**src/rtl/mac_pkg.sv**
```systemverilog
// Shared codes for the multiply-ALU datapath.
// Assumes the control word is decoded outside; codes here are fixed.
package mac_pkg;

    typedef enum logic [3:0] {
        OP_NOP  = 4'd0,
        OP_P    = 4'd1,
        OP_ADDP = 4'd2,
        OP_SUBP = 4'd3,
        OP_Y    = 4'd4,
        OP_ADDY = 4'd5,
        OP_SUBY = 4'd6,
        OP_ANDY = 4'd7,
        OP_ORY  = 4'd8,
        OP_XORY = 4'd9,
        OP_CMPY = 4'd10,
        OP_TSTY = 4'd11
    } alu_op_e;

    typedef enum logic [2:0] {
        LD_NONE = 3'd0,
        LD_X    = 3'd1,
        LD_YH   = 3'd2,
        LD_YL   = 3'd3,
        LD_AH   = 3'd4,
        LD_AL   = 3'd5
    } ld_sel_e;

    localparam int CFG_MIRROR = 0;
    localparam int CFG_KEEP0  = 1;

endpackage

```
**src/rtl/mac_operand_regs.sv**
```systemverilog
// Operand registers x and y (two halves).
// A y upper load also writes x when mirror is set; y upper load clears y lower.
module mac_operand_regs #(
    parameter int DW = 16
) (
    input  logic            clk,
    input  logic            rst_n,
    input  logic [2:0]      ld_sel,
    input  logic [DW-1:0]   rd_data,
    input  logic            mirror,
    output logic [DW-1:0]   x_q,
    output logic [2*DW-1:0] y_q
);
    import mac_pkg::*;

    // x register: own load, or mirrored y upper load
    always_ff @(posedge clk) begin
        if (!rst_n)
            x_q <= '0;
        else if (ld_sel == LD_X || (ld_sel == LD_YH && mirror))
            x_q <= rd_data;
    end

    // y register: upper load clears lower half, lower load keeps upper
    always_ff @(posedge clk) begin
        if (!rst_n)
            y_q <= '0;
        else if (ld_sel == LD_YH)
            y_q <= {rd_data, {DW{1'b0}}};
        else if (ld_sel == LD_YL)
            y_q[DW-1:0] <= rd_data;
    end

endmodule

```
**src/rtl/mac_alu.sv**
```systemverilog
// Combinational ALU: combines accumulator aS with p or y.
// Assumes p and y are signed and are sign-extended to AW bits.
module mac_alu #(
    parameter int DW = 16,
    parameter int AW = 36
) (
    input  logic [3:0]      op,
    input  logic [AW-1:0]   a_s,
    input  logic [2*DW-1:0] p_q,
    input  logic [2*DW-1:0] y_q,
    output logic [AW-1:0]   res,
    output logic            acc_wr,
    output logic            flg_upd,
    output logic            z,
    output logic            n,
    output logic            c
);
    import mac_pkg::*;

    localparam int GW = AW - 2*DW;

    logic [AW-1:0] p_ext, y_ext, addend;
    logic          sub;
    logic          use_sum;
    logic [AW:0]   sum;

    assign p_ext = {{GW{p_q[2*DW-1]}}, p_q};
    assign y_ext = {{GW{y_q[2*DW-1]}}, y_q};

    // operand pick for the single shared adder
    always_comb begin
        addend = (op == OP_ADDP || op == OP_SUBP) ? p_ext : y_ext;
        sub    = (op == OP_SUBP || op == OP_SUBY || op == OP_CMPY);
        sum    = {1'b0, a_s} + {1'b0, (sub ? ~addend : addend)} + (AW+1)'(sub);
    end

    // result, write enable and flag update per op
    always_comb begin
        res     = '0;
        acc_wr  = 1'b1;
        flg_upd = 1'b1;
        use_sum = 1'b0;
        case (op)
            OP_P:    res = p_ext;
            OP_ADDP, OP_SUBP, OP_ADDY, OP_SUBY: begin
                res = sum[AW-1:0];
                use_sum = 1'b1;
            end
            OP_Y:    res = y_ext;
            OP_ANDY: res = a_s & y_ext;
            OP_ORY:  res = a_s | y_ext;
            OP_XORY: res = a_s ^ y_ext;
            OP_CMPY: begin
                res = sum[AW-1:0];
                use_sum = 1'b1;
                acc_wr = 1'b0;
            end
            OP_TSTY: begin
                res = a_s & y_ext;
                acc_wr = 1'b0;
            end
            default: begin
                acc_wr  = 1'b0;
                flg_upd = 1'b0;
            end
        endcase
        z = (res == '0);
        n = res[AW-1];
        c = use_sum & sum[AW];
    end

endmodule

```
**src/rtl/mac_acc_bank.sv**
```systemverilog
// Bank of NACC accumulators with ALU writes and half loads.
// ALU write wins over a load to the same accumulator.
module mac_acc_bank #(
    parameter int DW   = 16,
    parameter int AW   = 36,
    parameter int NACC = 2,
    parameter int IW   = 1
) (
    input  logic              clk,
    input  logic              rst_n,
    input  logic              alu_wr,
    input  logic [IW-1:0]     alu_dst,
    input  logic [AW-1:0]     alu_res,
    input  logic [2:0]        ld_sel,
    input  logic [IW-1:0]     ld_acc,
    input  logic [DW-1:0]     rd_data,
    input  logic [NACC-1:0]   keep_lo,
    output logic [NACC*AW-1:0] acc_q
);
    import mac_pkg::*;

    localparam int HW = AW - DW;

    for (genvar i = 0; i < NACC; i++) begin : g_acc
        logic [AW-1:0] a_q;
        logic          hit_alu, hit_ld;

        assign hit_alu = alu_wr && (alu_dst == IW'(i));
        assign hit_ld  = ld_acc == IW'(i);

        // one accumulator: ALU result, upper load or lower load
        always_ff @(posedge clk) begin
            if (!rst_n)
                a_q <= '0;
            else if (hit_alu)
                a_q <= alu_res;
            else if (hit_ld && ld_sel == LD_AH)
                a_q <= {{(HW-DW){rd_data[DW-1]}}, rd_data,
                        (keep_lo[i] ? a_q[DW-1:0] : {DW{1'b0}})};
            else if (hit_ld && ld_sel == LD_AL)
                a_q[DW-1:0] <= rd_data;
        end

        assign acc_q[i*AW +: AW] = a_q;
    end

endmodule

```
**src/rtl/mac_sq_unit.sv**
```systemverilog
// Multiply-ALU datapath top: config register, product register, flags,
// operand registers, ALU and accumulator bank. All reads see state from
// the previous edge, giving a fetch / multiply / accumulate pipeline.
module mac_sq_unit #(
    parameter int DW   = 16,
    parameter int AW   = 36,
    parameter int NACC = 2,
    localparam int IW  = (NACC > 1) ? $clog2(NACC) : 1,
    localparam int CW  = 1 + NACC
) (
    input  logic               clk,
    input  logic               rst_n,
    input  logic               cfg_we,
    input  logic [CW-1:0]      cfg_wdata,
    output logic [CW-1:0]      cfg_q,
    input  logic               mul_en,
    input  logic [3:0]         alu_op,
    input  logic [IW-1:0]      alu_src,
    input  logic [IW-1:0]      alu_dst,
    input  logic [2:0]         ld_sel,
    input  logic [IW-1:0]      ld_acc,
    input  logic [DW-1:0]      rd_data,
    input  logic [1:0]         st_sel,
    input  logic [IW-1:0]      st_acc,
    output logic [DW-1:0]      st_data,
    output logic [DW-1:0]      x_q,
    output logic [2*DW-1:0]    y_q,
    output logic [2*DW-1:0]    p_q,
    output logic [NACC*AW-1:0] acc_q,
    output logic               flag_z,
    output logic               flag_n,
    output logic               flag_c
);
    import mac_pkg::*;

    logic [AW-1:0]   a_s, a_st, alu_res;
    logic            alu_wr, flg_upd, z_d, n_d, c_d;
    logic [2*DW-1:0] prod;

    // configuration register
    always_ff @(posedge clk) begin
        if (!rst_n)
            cfg_q <= '0;
        else if (cfg_we)
            cfg_q <= cfg_wdata;
    end

    mac_operand_regs #(.DW(DW)) u_ops (
        .clk(clk), .rst_n(rst_n), .ld_sel(ld_sel), .rd_data(rd_data),
        .mirror(cfg_q[CFG_MIRROR]), .x_q(x_q), .y_q(y_q)
    );

    assign prod = $signed(x_q) * $signed(y_q[2*DW-1:DW]);

    // product register from held operands
    always_ff @(posedge clk) begin
        if (!rst_n)
            p_q <= '0;
        else if (mul_en)
            p_q <= prod;
    end

    assign a_s = acc_q[alu_src*AW +: AW];

    mac_alu #(.DW(DW), .AW(AW)) u_alu (
        .op(alu_op), .a_s(a_s), .p_q(p_q), .y_q(y_q), .res(alu_res),
        .acc_wr(alu_wr), .flg_upd(flg_upd), .z(z_d), .n(n_d), .c(c_d)
    );

    // flag register, held on no-op codes
    always_ff @(posedge clk) begin
        if (!rst_n)
            {flag_z, flag_n, flag_c} <= '0;
        else if (flg_upd)
            {flag_z, flag_n, flag_c} <= {z_d, n_d, c_d};
    end

    mac_acc_bank #(.DW(DW), .AW(AW), .NACC(NACC), .IW(IW)) u_acc (
        .clk(clk), .rst_n(rst_n), .alu_wr(alu_wr), .alu_dst(alu_dst),
        .alu_res(alu_res), .ld_sel(ld_sel), .ld_acc(ld_acc),
        .rd_data(rd_data), .keep_lo(cfg_q[CW-1:CFG_KEEP0]), .acc_q(acc_q)
    );

    assign a_st = acc_q[st_acc*AW +: AW];

    // store-data selection
    always_comb begin
        case (st_sel)
            2'd0:    st_data = y_q[2*DW-1:DW];
            2'd1:    st_data = y_q[DW-1:0];
            2'd2:    st_data = a_st[2*DW-1:DW];
            default: st_data = a_st[DW-1:0];
        endcase
    end

endmodule

```
**config.mk**
```make
export PLATFORM = sky130hd
export DESIGN_NAME = mac_sq_unit
export DESIGN_NICKNAME = d
export VERILOG_FILES = /design/src/rtl/mac_pkg.sv /design/src/rtl/mac_operand_regs.sv /design/src/rtl/mac_alu.sv /design/src/rtl/mac_acc_bank.sv /design/src/rtl/mac_sq_unit.sv
export SDC_FILE = /design/constraint.sdc
export NUM_CORES = 1
export LEC_CHECK = 0
export CORE_MARGIN = 1
export CORE_UTILIZATION = 51
export DETAILED_ROUTE_END_ITERATION = 8
export MAX_ROUTING_LAYER = met4
export PLACE_DENSITY = 0.72
export SKIP_CTS_REPAIR_TIMING = 1
export SLEW_MARGIN = 20
export SYNTH_ARGS = -nofsm -noshare
export SYNTH_HDL_FRONTEND = slang
export SYNTH_HIERARCHICAL = 1
export SYNTH_SLANG_ARGS = --single-unit
export TNS_END_PERCENT = 20
```
**constraint.sdc**
```tcl
create_clock -name clk -period 15.3 [get_ports clk]
set_input_delay 1.53 -clock clk [delete_from_list [all_inputs] [get_ports clk]]
set_output_delay 1.53 -clock clk [all_outputs]
set_load 0.005 [all_outputs]
```
# Yosys cells after proc, flatten, opt, wreduce, memory -nomap -nowiden
# Index checks and enable logic that the tools add are counted.
[op_classes] add_sub_neg=2 multipliers=3 n_eq_ne=20 n_shift=2 mux=17 bitwise=8 n_reduce_logical=24
[ops] cell="36-bit case mux with 6 select lines" n=1
[ops] cell="36-bit two-way mux" n=4
[ops] cell="16-bit two-way mux" n=6
[ops] cell="72-bit by 8-bit variable part select with 32-bit output" n=1
[ops] cell="72-bit by 8-bit variable part select with 36-bit output" n=1
[ops] cell="16-bit case mux with 3 select lines" n=1
[ops] cell="20-bit two-way mux" n=2
[ops] cell="36-bit by 36-bit adder with 37-bit output" n=1
[ops] cell="37-bit by 1-bit adder with 37-bit output" n=1
[ops] cell="36-bit bitwise AND" n=1
[ops] cell="36-bit logical NOT" n=1
[ops] cell="36-bit inverter" n=1
[ops] cell="36-bit OR" n=1
[ops] cell="36-bit XOR" n=1
[ops] cell="16-bit by 16-bit multiplier with 32-bit output" n=1
[ops] cell="4-bit by 3-bit == test with 1-bit output (second input constant)" n=4
[ops] cell="4-bit == test (second input constant)" n=4
[ops] cell="11-bit OR reduction" n=1
[ops] cell="1-bit by 4-bit multiplier with 5-bit output (second input constant)" n=2
[ops] cell="9-bit OR reduction" n=1
[ops] cell="4-bit by 2-bit == test with 1-bit output (second input constant)" n=2
[ops] cell="1-bit logical AND" n=7
[ops] cell="3-bit by 2-bit == test with 1-bit output (second input constant)" n=2
[ops] cell="3-bit == test (second input constant)" n=2
[ops] cell="15 further kinds" n=27
[totals] reg_bits=158 inputBits=36 output_inout_bits=174 elab_cells=88

# Depth between registers and ports, before layout
# Gate-level depths: netlist (run 1).
[logic_depth] word_depth=9 ltp_mapped=24 mapped_depth_nobuf=23

# By module
# Netlist (run 1), hierarchy kept.
[by_module_without_submodules] module="mac_sq_unit" n_inst=1 cells_per_inst=1350 area_each_um2=12474.5 seq_area_each_um2=760.7
[by_module_without_submodules] module="mac_alu" n_inst=1 cells_per_inst=855 area_each_um2=5715.5 seq_area_each_um2=0.0
[by_module_without_submodules] module="mac_acc_bank" n_inst=1 cells_per_inst=402 area_each_um2=3146.8 seq_area_each_um2=1441.4
[by_module_without_submodules] module="mac_operand_regs" n_inst=1 cells_per_inst=213 area_each_um2=1835.5 seq_area_each_um2=960.9

# Least setup slack after synthesis (run 1)
# OpenSTA, ideal clock, no wires.
[synth_path] path_kind="in2reg" startpoint="in alu_op[3]" endpoint="reg flag_z" setup_ns=0.065 arrival_time_ns=6.460 t_required_ns=15.235 path_slack_ns=8.774 path_stages=21 path_buffers=4 cell_sequence="clkbuf_1 -> clkbuf_1 -> clkbuf_1 -> o21ai_0 -> o311ai_1 -> clkbuf_1 -> xor2_1 -> ha_1 -> and3_1 -> a211oi_4 -> a2111oi_4 -> o31ai_2 -> a2111oi_0 -> a211o_1 -> a211o_1 -> or4_4 -> nor4_2 -> nand4b_1 -> nor3_2 -> mux2i_1 -> nor2b_1"
[synth_via] elab_chain_len=9 word_cells_on_any_way=25 cone_classes="2 x add/sub; 11 x eq/ne; 4 x mux; 1 x bitwise; 7 x reduce/logical"
[synth_rtl] element="start: declaration" line="mac_sq_unit.sv:17" text="input logic [3:0] alu_op,"
[synth_rtl] element="4-bit by 2-bit == test with 1-bit output, on equally long branches" line="mac_alu.sv:32, mac_alu.sv:43, mac_alu.sv:33"
[synth_rtl] element="1-bit logical OR" line="mac_alu.sv:32" text="addend = (op == OP_ADDP || op == OP_SUBP) ? p_ext : y_ext;"
[synth_rtl] element="36-bit two-way mux" line="mac_alu.sv:32"
[synth_rtl] element="36-bit inverter" line="mac_alu.sv:34" text="sum = {1'b0, a_s} + {1'b0, (sub ? ~addend : addend)} + (AW+1)'(sub);"
[synth_rtl] element="36-bit two-way mux" line="mac_alu.sv:34"
[synth_rtl] element="36-bit by 36-bit adder with 37-bit output" line="mac_alu.sv:34"
[synth_rtl] element="37-bit by 1-bit adder with 37-bit output" line="mac_alu.sv:34"
[synth_rtl] element="36-bit case mux with 6 select lines *" line="mac_alu.sv:43" text="case (op)"
[synth_rtl] element="named net alu_res[22]" line="mac_sq_unit.sv:36" text="logic [AW-1:0] a_s, a_st, alu_res;"
[synth_rtl] element="36-bit logical NOT *" line="mac_alu.sv:67" text="z = (res == '0);"
[synth_rtl] element="named net z_d" line="mac_sq_unit.sv:37" text="logic alu_wr, flg_upd, z_d, n_d, c_d;"
[synth_rtl] element="end signal: assignment" line="mac_sq_unit.sv:75" text="{flag_z, flag_n, flag_c} <= {z_d, n_d, c_d};"
[synth_rtl] element="end: declaration" line="mac_sq_unit.sv:30" text="output logic flag_z,"
# Mark *: on every way through the listed nets, which the timed path passes. The rest lies on a longest branch.
# A chain may end at the register's enable or synchronous reset.

# Final worst setup path (run 1)
[layout_path] startpoint="in alu_op[0]" endpoint="reg flag_z"
[layout_via] elab_chain_len=9 word_cells_on_any_way=25 cone_classes="2 x add/sub; 11 x eq/ne; 4 x mux; 1 x bitwise; 7 x reduce/logical"
[layout_rtl] element="4-bit by 2-bit == test with 1-bit output, on equally long branches" line="mac_alu.sv:32, mac_alu.sv:43, mac_alu.sv:33"
[layout_rtl] element="1-bit logical OR" line="mac_alu.sv:32"
[layout_rtl] element="36-bit two-way mux" line="mac_alu.sv:32"
[layout_rtl] element="36-bit inverter" line="mac_alu.sv:34"
[layout_rtl] element="36-bit two-way mux" line="mac_alu.sv:34"
[layout_rtl] element="36-bit by 36-bit adder with 37-bit output" line="mac_alu.sv:34"
[layout_rtl] element="37-bit by 1-bit adder with 37-bit output" line="mac_alu.sv:34"
[layout_rtl] element="36-bit case mux with 6 select lines *" line="mac_alu.sv:43"
[layout_rtl] element="36-bit logical NOT *" line="mac_alu.sv:67"
[layout_rtl] element="named net z_d" line="mac_sq_unit.sv:37"
# Marked as above.

==> impl_metrics.sql, run 1 <==
INSERT INTO impl_metrics (metric_group, metric, value, unit) VALUES
('run_status', 'outcome', 'completed', ''),
('sta', 'achievable-frequency', '0.1327', 'GHz'),
('global_routing', 'gr-usage-all-layers', '38.21', '%'),
('global_routing', 'grt_overflow_total', '0', ''),
('worst_setup_path', 'crit_path_end_kind', 'flip-flop', ''),
('worst_setup_path', 'critical_path_required', '15.70', 'ns'),
('synth', 'asyncSetResetFlopFracSynth', '0', '%'),
('clock_tree', 'number_of_clock_sinks', '158', ''),
('sta', 'fin_worst_skew', '0.01312', 'ns'),
('drt', 'via_per_inst', '6.124', ''),
('final_layout', 'drive_gt1_share', '5.578', '%'),
('worst_setup_path', 'setup.worst_path.start_class', 'input pin', ''),
('place', 'detailed_place.area', '25620', 'µm²'),
('place', 'dp_slack', '7.463', 'ns'),
('synth', 'synthesis.area_per_instance', '8.217', 'µm²'),
('drt', 'detail_route.first_pass.iterations', '8', ''),
('floorplan', 'design.die.area', '46290', 'µm²'),
('sta', 'timing_hold_violations_final', '0', ''),
('min_path', 'hold_path.class', 'flip-flop to flip-flop', ''),
('place', 'buffer_ports.inserted', '209', ''),
('power', 'max-vdd-ir-drop', '0.06002', 'mV'),
('global_routing', 'wire_length_of_the_first_global_routing_pass', '130900', 'µm'),
('synth', 'synthesis.instances', '2820', ''),
('power', 'total_power', '0.001437', 'W'),
('final_layout', 'finalInstanceArea', '26240', 'µm²'),
('floorplan', 'design.core.area', '44510', 'µm²'),
('sta', 'finalCritPeriodShare', '49.27', '%'),
('final_layout', 'final_common_cell', 'nand2_1', ''),
('global_routing', 'antenna_found_initial', '0', ''),
('drt', 'drt.antenna.violating_nets', '0', ''),
('final_layout', 'num-nets-final', '3418', ''),
('clock_tree', 'ctsRootBufferMaster', 'clkbuf_16', ''),
('final_layout', 'leading_cell_types_in_the_layout_fill_and_taps_excluded', '427 x nand2_1, 408 x inv_1, 263 x fa_1', ''),
('synth', 'synth-main-ff-cell', 'dfxtp_1', ''),
('sta', 'maxSlewViolCount', '0', ''),
('floorplan', 'initial_utilization', '52.06', '%'),
('worst_setup_path', 'critPathArrivalTime', '7.94', 'ns'),
('sta', 'totalNegativeSetupSlack', '0', 'ns'),
('clock_tree', 'longest_clk_path_bufs', '2', ''),
('worst_setup_path', 'r2r_end', 'p_q[30]', ''),
('worst_setup_path', 'r2r_start', 'u_ops/x_q[15]', ''),
('sta', 'setup-violations-final', '0', ''),
('floorplan', 'row_count', '77', ''),
('place', 'detailed_place_hpwl', '65340', 'µm'),
('final_layout', 'num_antenna_cells', '0', ''),
('synth', 'synthesis.area', '23170', 'µm²'),
('drt', 'avgRoutedWirePerCell', '24.21', 'µm'),
('drt', 'drc_violation_count_after_routing', '0', ''),
('worst_setup_path', 'worstPathMaxFanout', '51', ''),
('worst_setup_path', 'timing_worst_setup_path_type', 'input pin to flip-flop', ''),
('worst_setup_path', 'worst_setup_path_startpoint', 'alu_op[0]', ''),
('global_routing', 'first_global_vias', '21840', ''),
('flow_run', 'max_cap_violations', '0', ''),
('synth', 'ys_types', '104', ''),
('sta', 'rsz0062_at_grt', 'no', ''),
('clock_tree', 'cts_max_level', '4', ''),
('place', 'place.detailed.instances', '3500', ''),
('floorplan', 'count_of_boundary_i_o_pins', '210', ''),
('drt', 'wirelength', '85510', 'µm'),
('clock_tree', 'clock_latency_of_the_later_clocked_register_in_the_worst_skew_pair', '0.46', 'ns'),
('final_layout', 'area.growth.synth_to_final', '13.24', '%'),
('sta', 'setup_slack', '7.762', 'ns'),
('power', 'pwr_density_cell', '54.75', 'nW/µm²'),
('drt', 'drt_iter0_drc', '2868', ''),
('global_routing', 'grt_start_max_net_pins', '89', ''),
('synth', 'ys_seq_area_share', '13.65', '%'),
('place', 'globalplace.congestion', '0.9965', ''),
('synth', 'yosys_register_bits', '158', ''),
('sta', 'relSlewSlack', '29.95', '%'),
('sta', 'layout_min_cycle_time', '7.538', 'ns'),
('worst_setup_path', 'worstRegToRegCells', '18', '');
[power breakdown]
part / internal (W) / switching, W
Clock: 0.000263 / 0.000209
Combinational: 0.000192 / 0.000286
Sequential: 0.000435 / 0.0000505
Total: 0.000890 / 0.000546
[sequential cells by signal (all words and copies together), names as in the netlist]
register / flops
flag_n: 1
flag_z: 1
cfg_q: 3
p_q: 32
u_ops/y_q: 32
flag_c: 1
u_acc/g_acc.a_q: 72
u_ops/x_q: 16
[worst min-delay path by stage]
stage / end / slack, ns / from
after floorplan: u_acc/g_acc[1].a_q[32] / 0.48 / u_acc/g_acc[1].a_q[32]
after global placement: u_acc/g_acc[1].a_q[34] / 0.48 / u_acc/g_acc[1].a_q[34]
after detailed placement: u_acc/g_acc[0].a_q[32] / 0.49 / u_acc/g_acc[0].a_q[32]
after CTS: u_acc/g_acc[0].a_q[32] / 0.50 / u_acc/g_acc[0].a_q[32]
after global routing: u_acc/g_acc[0].a_q[32] / 0.52 / u_acc/g_acc[0].a_q[32]
final: u_acc/g_acc[0].a_q[32] / 0.50 / u_acc/g_acc[0].a_q[32]
[layer usage]
metal | part of all wire, % | vias up | global-route usage, %
met5 | 0 | - | -
met4 | 4.1 | 0 | 15.15
met3 | 9.1 | 213 | 6.454
met2 | 46 | 1186 | 60.03
met1 | 40 | 10680 | 48.98
li1 | - | 9550 | -
[final cells by class]
class,instances,area [µm²]
fillers,4084,18270
multi-input cells,2095,17820
flip-flops and latches,158,3163
repair buffers,247,2365
inverters,408,1531
well taps,592,740.7
clock buffers,17,425.4
clock inverters,15,198.9
[through the flow]
| step | hold slack [ns] | utilization (%) |
|---|---|---|
| final | 0.5012 | 58.95 |
| after global routing | 0.5171 | 58.95 |
| after CTS | 0.5003 | 58.96 |
| after floorplan | 0.4765 | - |
| after global placement | 0.4827 | 57.55 |
| after detailed placement | 0.4896 | 57.56 |
[synth_stat cells (all sizes together), types with 7 or more instances]
master   count  share of area, %
nand2      429               7.0
nand2b      24              0.65
nor3        19              0.45
o21ai      191               4.1
nand4       11              0.30
nand3b      11              0.36
nor3b        7              0.25
fa         263                23
mux2        36               1.7
and3         9              0.24
a31oi       83               2.2
inv        408               6.6
a221oi      10              0.38
buf         37              0.96
o21a         9              0.29
mux4        16               1.6
a211o        8              0.30
a221o       10              0.43
mux2i       62               2.7
o21bai      14              0.50
a211oi      12              0.49
a22oi       20              0.65
a21oi      119               2.6
and2       131               3.5
xnor2       37               1.4
o2111ai     11              0.49
o211ai      16              0.52
a21boi      17              0.55
nor2b       30              0.81
nor2        96               1.6
o22ai        9              0.24
a2111oi      7              0.53
dfxtp      158                14
xor2        46               1.7
a21o        28              0.91
ha         192                10
clkbuf     122               2.1
nand3       16              0.35
[worst max-delay path, cell delays in order]
cell and delay [ns]:
clkdlybuf4s50_1 0.46, buf_4 0.42, nor2b_1 0.73, o311ai_4 0.14, buf_4 0.32, xor2_1 0.28, inv_1 0.08, fa_1 0.43
and2b_4 0.29, o2111ai_4 0.17, a21oi_1 0.49, o2111ai_1 0.28, a31oi_1 0.48, mux2i_1 0.33, o211ai_1 0.12, or4_4 0.49
nor4_2 0.27, nand4b_1 0.17, nor3_2 0.18, mux2i_1 0.09, nor2b_1 0.14
[cell families after synthesis]
logic type               Yosys count  share of synthesized area, %
AND/OR/NAND/NOR                  833                         17.41
AO/OA/AOI/OAI                    609                         17.06
buffers and inverters            567                         9.633
adder cells (fa/ha/maj)          456                         33.13
flip-flops                       158                         13.65
multiplexers                     114                         5.983
XOR/XNOR                          83                         3.137
No activity file was read; power rests on OpenSTA's default activity.
==> run 2: changes to the inputs <==
--- a/config.mk
+++ b/config.mk
@@ -9,7 +9,7 @@
 export CORE_UTILIZATION = 51
 export DETAILED_ROUTE_END_ITERATION = 8
 export MAX_ROUTING_LAYER = met4
-export PLACE_DENSITY = 0.72
+export PLACE_DENSITY = 0.75
 export SKIP_CTS_REPAIR_TIMING = 1
 export SLEW_MARGIN = 20
 export SYNTH_ARGS = -nofsm -noshare
==> constraint.sdc (replaced) <==
create_clock -name clk -period 6.34 [get_ports clk]
set_input_delay 0.634 -clock clk [delete_from_list [all_inputs] [get_ports clk]]
set_output_delay 0.634 -clock clk [all_outputs]
set_load 0.005 [all_outputs]
==> run 2 against run 1 <==
Effect of this change: clock skew increased by 0.00071 ns; sequential share of layout area decreased by 0.16 points; final area increased by 2.5%; combinational power increased to 2.5 times the previous value; register-to-register slack got worse by 7.9 ns; non-clock buffer count increased by 74; sequential cell count unchanged; die area unchanged; hold slack got worse by 0.0017 ns; first-iteration DRC count decreased by 9.1%; sequential power increased by 140%; utilization increased by 1.5 points; critical path type is now flip-flop to flip-flop; critical endpoint is now p_q[31].
==> impl_metrics.sql, run 2 (synthesis gave the netlist of run 1 again) <==
INSERT INTO impl_metrics (metric_group, metric, value, unit) VALUES
('drt', 'drc_violation_count_after_routing', '0', ''),
('sta', 'layout_min_cycle_time', '6.081', 'ns'),
('clock_tree', 'tritoncts', 'built', ''),
('power', 'power.combinational.fraction', '34.8', '%'),
('sta', 'achievable-frequency', '0.1644', 'GHz'),
('floorplan', 'design.core.area', '44510', 'µm²'),
('sta', 'finalCritPeriodShare', '95.92', '%'),
('clock_tree', 'longest_clk_path_bufs', '2', ''),
('min_path', 'hold_path.class', 'flip-flop to flip-flop', ''),
('drt', 'route.vias.total', '21930', ''),
('clock_tree', 'clk_pin_slew_worst_paths', '0.08', 'ns'),
('final_layout', 'regMostFlops', 'u_acc/g_acc.a_q', ''),
('sta', 'worst-slew-pin-transition', '1.106', 'ns'),
('clock_tree', 'cts_buffers', '17', ''),
('worst_setup_path', 'total_stage_count_of_the_critical_path', '20', ''),
('power', 'power_switching', '0.001306', 'W'),
('drt', 'avgRoutedWirePerCell', '23.03', 'µm'),
('final_layout', 'num-nets-final', '3492', ''),
('worst_setup_path', 'crit_path_end_kind', 'flip-flop', ''),
('final_layout', 'final_common_cell', 'nand2_1', ''),
('global_routing', 'antenna_found_initial', '1', ''),
('drt', 'via_per_inst', '6.084', ''),
('sta', 'fin_worst_skew', '0.01384', 'ns'),
('power', 'pwr_density_cell', '127.7', 'nW/µm²'),
('final_layout', 'finalInstanceArea', '26900', 'µm²'),
('worst_setup_path', 'crit_path_frequent_cell', 'fa_1', ''),
('final_layout', 'multiInputGateArea', '17850', 'µm²'),
('power', 'internal-power', '0.002131', 'W'),
('floorplan', 'die_width', '215.2', 'µm'),
('flow_run', 'max_cap_violations', '0', ''),
('sta', 'timing_hold_violations_final', '0', ''),
('sta', 'relSlewSlack', '25.98', '%'),
('worst_setup_path', 'worstRegToRegCells', '20', ''),
('drt', 'wirelength', '83020', 'µm'),
('place', 'detailed_place.area', '26270', 'µm²'),
('place', 'buffer_ports.inserted', '209', ''),
('power', 'p_clk_share', '31.5', '%'),
('worst_setup_path', 'cp_max_stage_delay', '0.54', 'ns'),
('final_layout', 'layout.filler_cells', '4001', ''),
('worst_setup_path', 'timing_worst_setup_path_type', 'flip-flop to flip-flop', ''),
('final_layout', 'largest_register_ff_count', '72', ''),
('clock_tree', 'clock_latency_of_the_later_clocked_register_in_the_worst_skew_pair', '0.48', 'ns'),
('floorplan', 'y_dimension_of_the_die', '215.2', 'µm'),
('power', 'max-vdd-ir-drop', '0.1427', 'mV'),
('floorplan', 'count_of_boundary_i_o_pins', '210', ''),
('place', 'globalplace.congestion', '1.018', ''),
('clock_tree', 'ctsRootBufferMaster', 'clkbuf_16', ''),
('worst_setup_path', 'cp_num_buf_inv', '5', ''),
('global_routing', 'gr-usage-all-layers', '37.33', '%'),
('power', 'total_power', '0.003436', 'W'),
('clock_tree', 'number_of_clock_sinks', '158', ''),
('drt', 'detail_route.first_pass.iterations', '9', ''),
('power', 'p_sw_share', '37.99', '%'),
('floorplan', 'initial_utilization', '52.06', '%'),
('worst_setup_path', 'critical_path_required', '6.75', 'ns'),
('sta', 'maxSlewViolCount', '0', ''),
('worst_setup_path', 'worstPathMaxFanout', '10', ''),
('final_layout', 'leading_cell_types_in_the_layout_fill_and_taps_excluded', '427 x nand2_1, 408 x inv_1, 261 x fa_1', ''),
('worst_setup_path', 'setup.worst_path.start_class', 'flip-flop', ''),
('power', 'leakagePower', '12.07', 'nW'),
('sta', 'rsz0062_at_grt', 'no', ''),
('floorplan', 'design.die.area', '46290', 'µm²'),
('worst_setup_path', 'timing.critical_path.slowest_stage_cell', 'fa_1', ''),
('drt', 'drt.antenna.violating_nets', '0', ''),
('worst_setup_path', 'kind_of_cell_with_the_highest_combined_delay_on_the_critical_path', 'adder cells', ''),
('final_layout', 'area.growth.synth_to_final', '16.11', '%'),
('floorplan', 'row_count', '77', ''),
('final_layout', 'drive_gt1_share', '8.831', '%'),
('power', 'part_of_the_power_in_registers', '33.7', '%'),
('sta', 'timing.hold.ws', '0.4994', 'ns'),
('global_routing', 'grt_start_max_net_pins', '86', ''),
('drt', 'drt_iter0_drc', '2607', ''),
('final_layout', 'register_area', '3199', 'µm²'),
('global_routing', 'grt_overflow_total', '0', ''),
('place', 'detailed_place_hpwl', '65630', 'µm'),
('run_status', 'outcome', 'completed', ''),
('clock_tree', 'cts_max_level', '4', ''),
('final_layout', 'largestRegisters', 'u_acc/g_acc.a_q (72), p_q (32), u_ops/y_q (32)', ''),
('worst_setup_path', 'crit_chain', 'buf_4 > and2_1 > fa_1 > inv_1 > fa_1 > inv_1 > fa_1 > fa_1 > fa_1 > inv_1 > fa_1 > inv_1 > ha_1 > a21o_1 > a2111oi_4 > nor3_2 > a31o_1 > a221o_1 > a2111oi_2 > a211o_1', ''),
('min_path', 'hold-path-cell-count', '2', ''),
('sta', 'setup-violations-final', '0', ''),
('global_routing', 'wire_length_of_the_first_global_routing_pass', '128500', 'µm'),
('global_routing', 'first_global_vias', '21770', ''),
('worst_setup_path', 'critPathArrivalTime', '6.49', 'ns');
-- run 2: worst paths after layout --
| path | startpoint | to | slack (ns) |
|---|---|---|---|
| setup reg to reg | u_ops/x_q[5] | p_q[31] | 0.26 |
| hold / removal | u_acc/g_acc[1].a_q[35] | u_acc/g_acc[1].a_q[35] | 0.50 |
| hold reg to reg | u_acc/g_acc[1].a_q[35] | u_acc/g_acc[1].a_q[35] | 0.50 |
| setup / recovery | u_ops/x_q[5] | p_q[31] | 0.26 |
-- run 2: through the flow --
stage               utilization (%)  setup TNS, ns  worst slack [ns]  cells
finish                        60.45              0            0.2589   3605
global route                  60.45              0          0.006472   3605
CTS                           60.31       -0.05803          -0.04306   3604
floorplan                         -              0            0.2428   2820
detailed placement            59.01        -0.1473          -0.08042   3574
global placement              59.00              0           0.04334   3574
-- run 2: layer usage --
metal | share of wire [%] | GRT usage, % | wire length [µm]
met1 | 40 | 48.35 | 33570
met2 | 46 | 57.85 | 38030
met3 | 9.3 | 6.511 | 7689
met4 | 4.5 | 14.94 | 3732
met5 | 0 | - | 0
-- run 2: area by class of cell --
class	instances	area share, %
antenna	1	0.009301
tap	592	2.753
clock buffer	17	1.581
multi-input combinational	2095	66.35
clock inverter	13	0.5767
inverter	408	5.692
sequential	158	11.89
timing repair buffer	321	11.15
-- run 2: power by group through the flow --
stage	logic [W]	registers [W]	clock network (W)
after floorplan	0.000692	0.00113	0
after global placement	0.00114	0.00117	0
after detailed placement	0.00116	0.00117	0
after CTS	0.00117	0.00115	0.00108
after global routing	0.00129	0.00116	0.00112
final	0.00120	0.00116	0.00108
-- run 2: worst min-delay path, cell delays in order (launching register included) --
cell and delay (ns):
dfxtp_1 0.33, nand2_1 0.06, a31oi_1 0.07
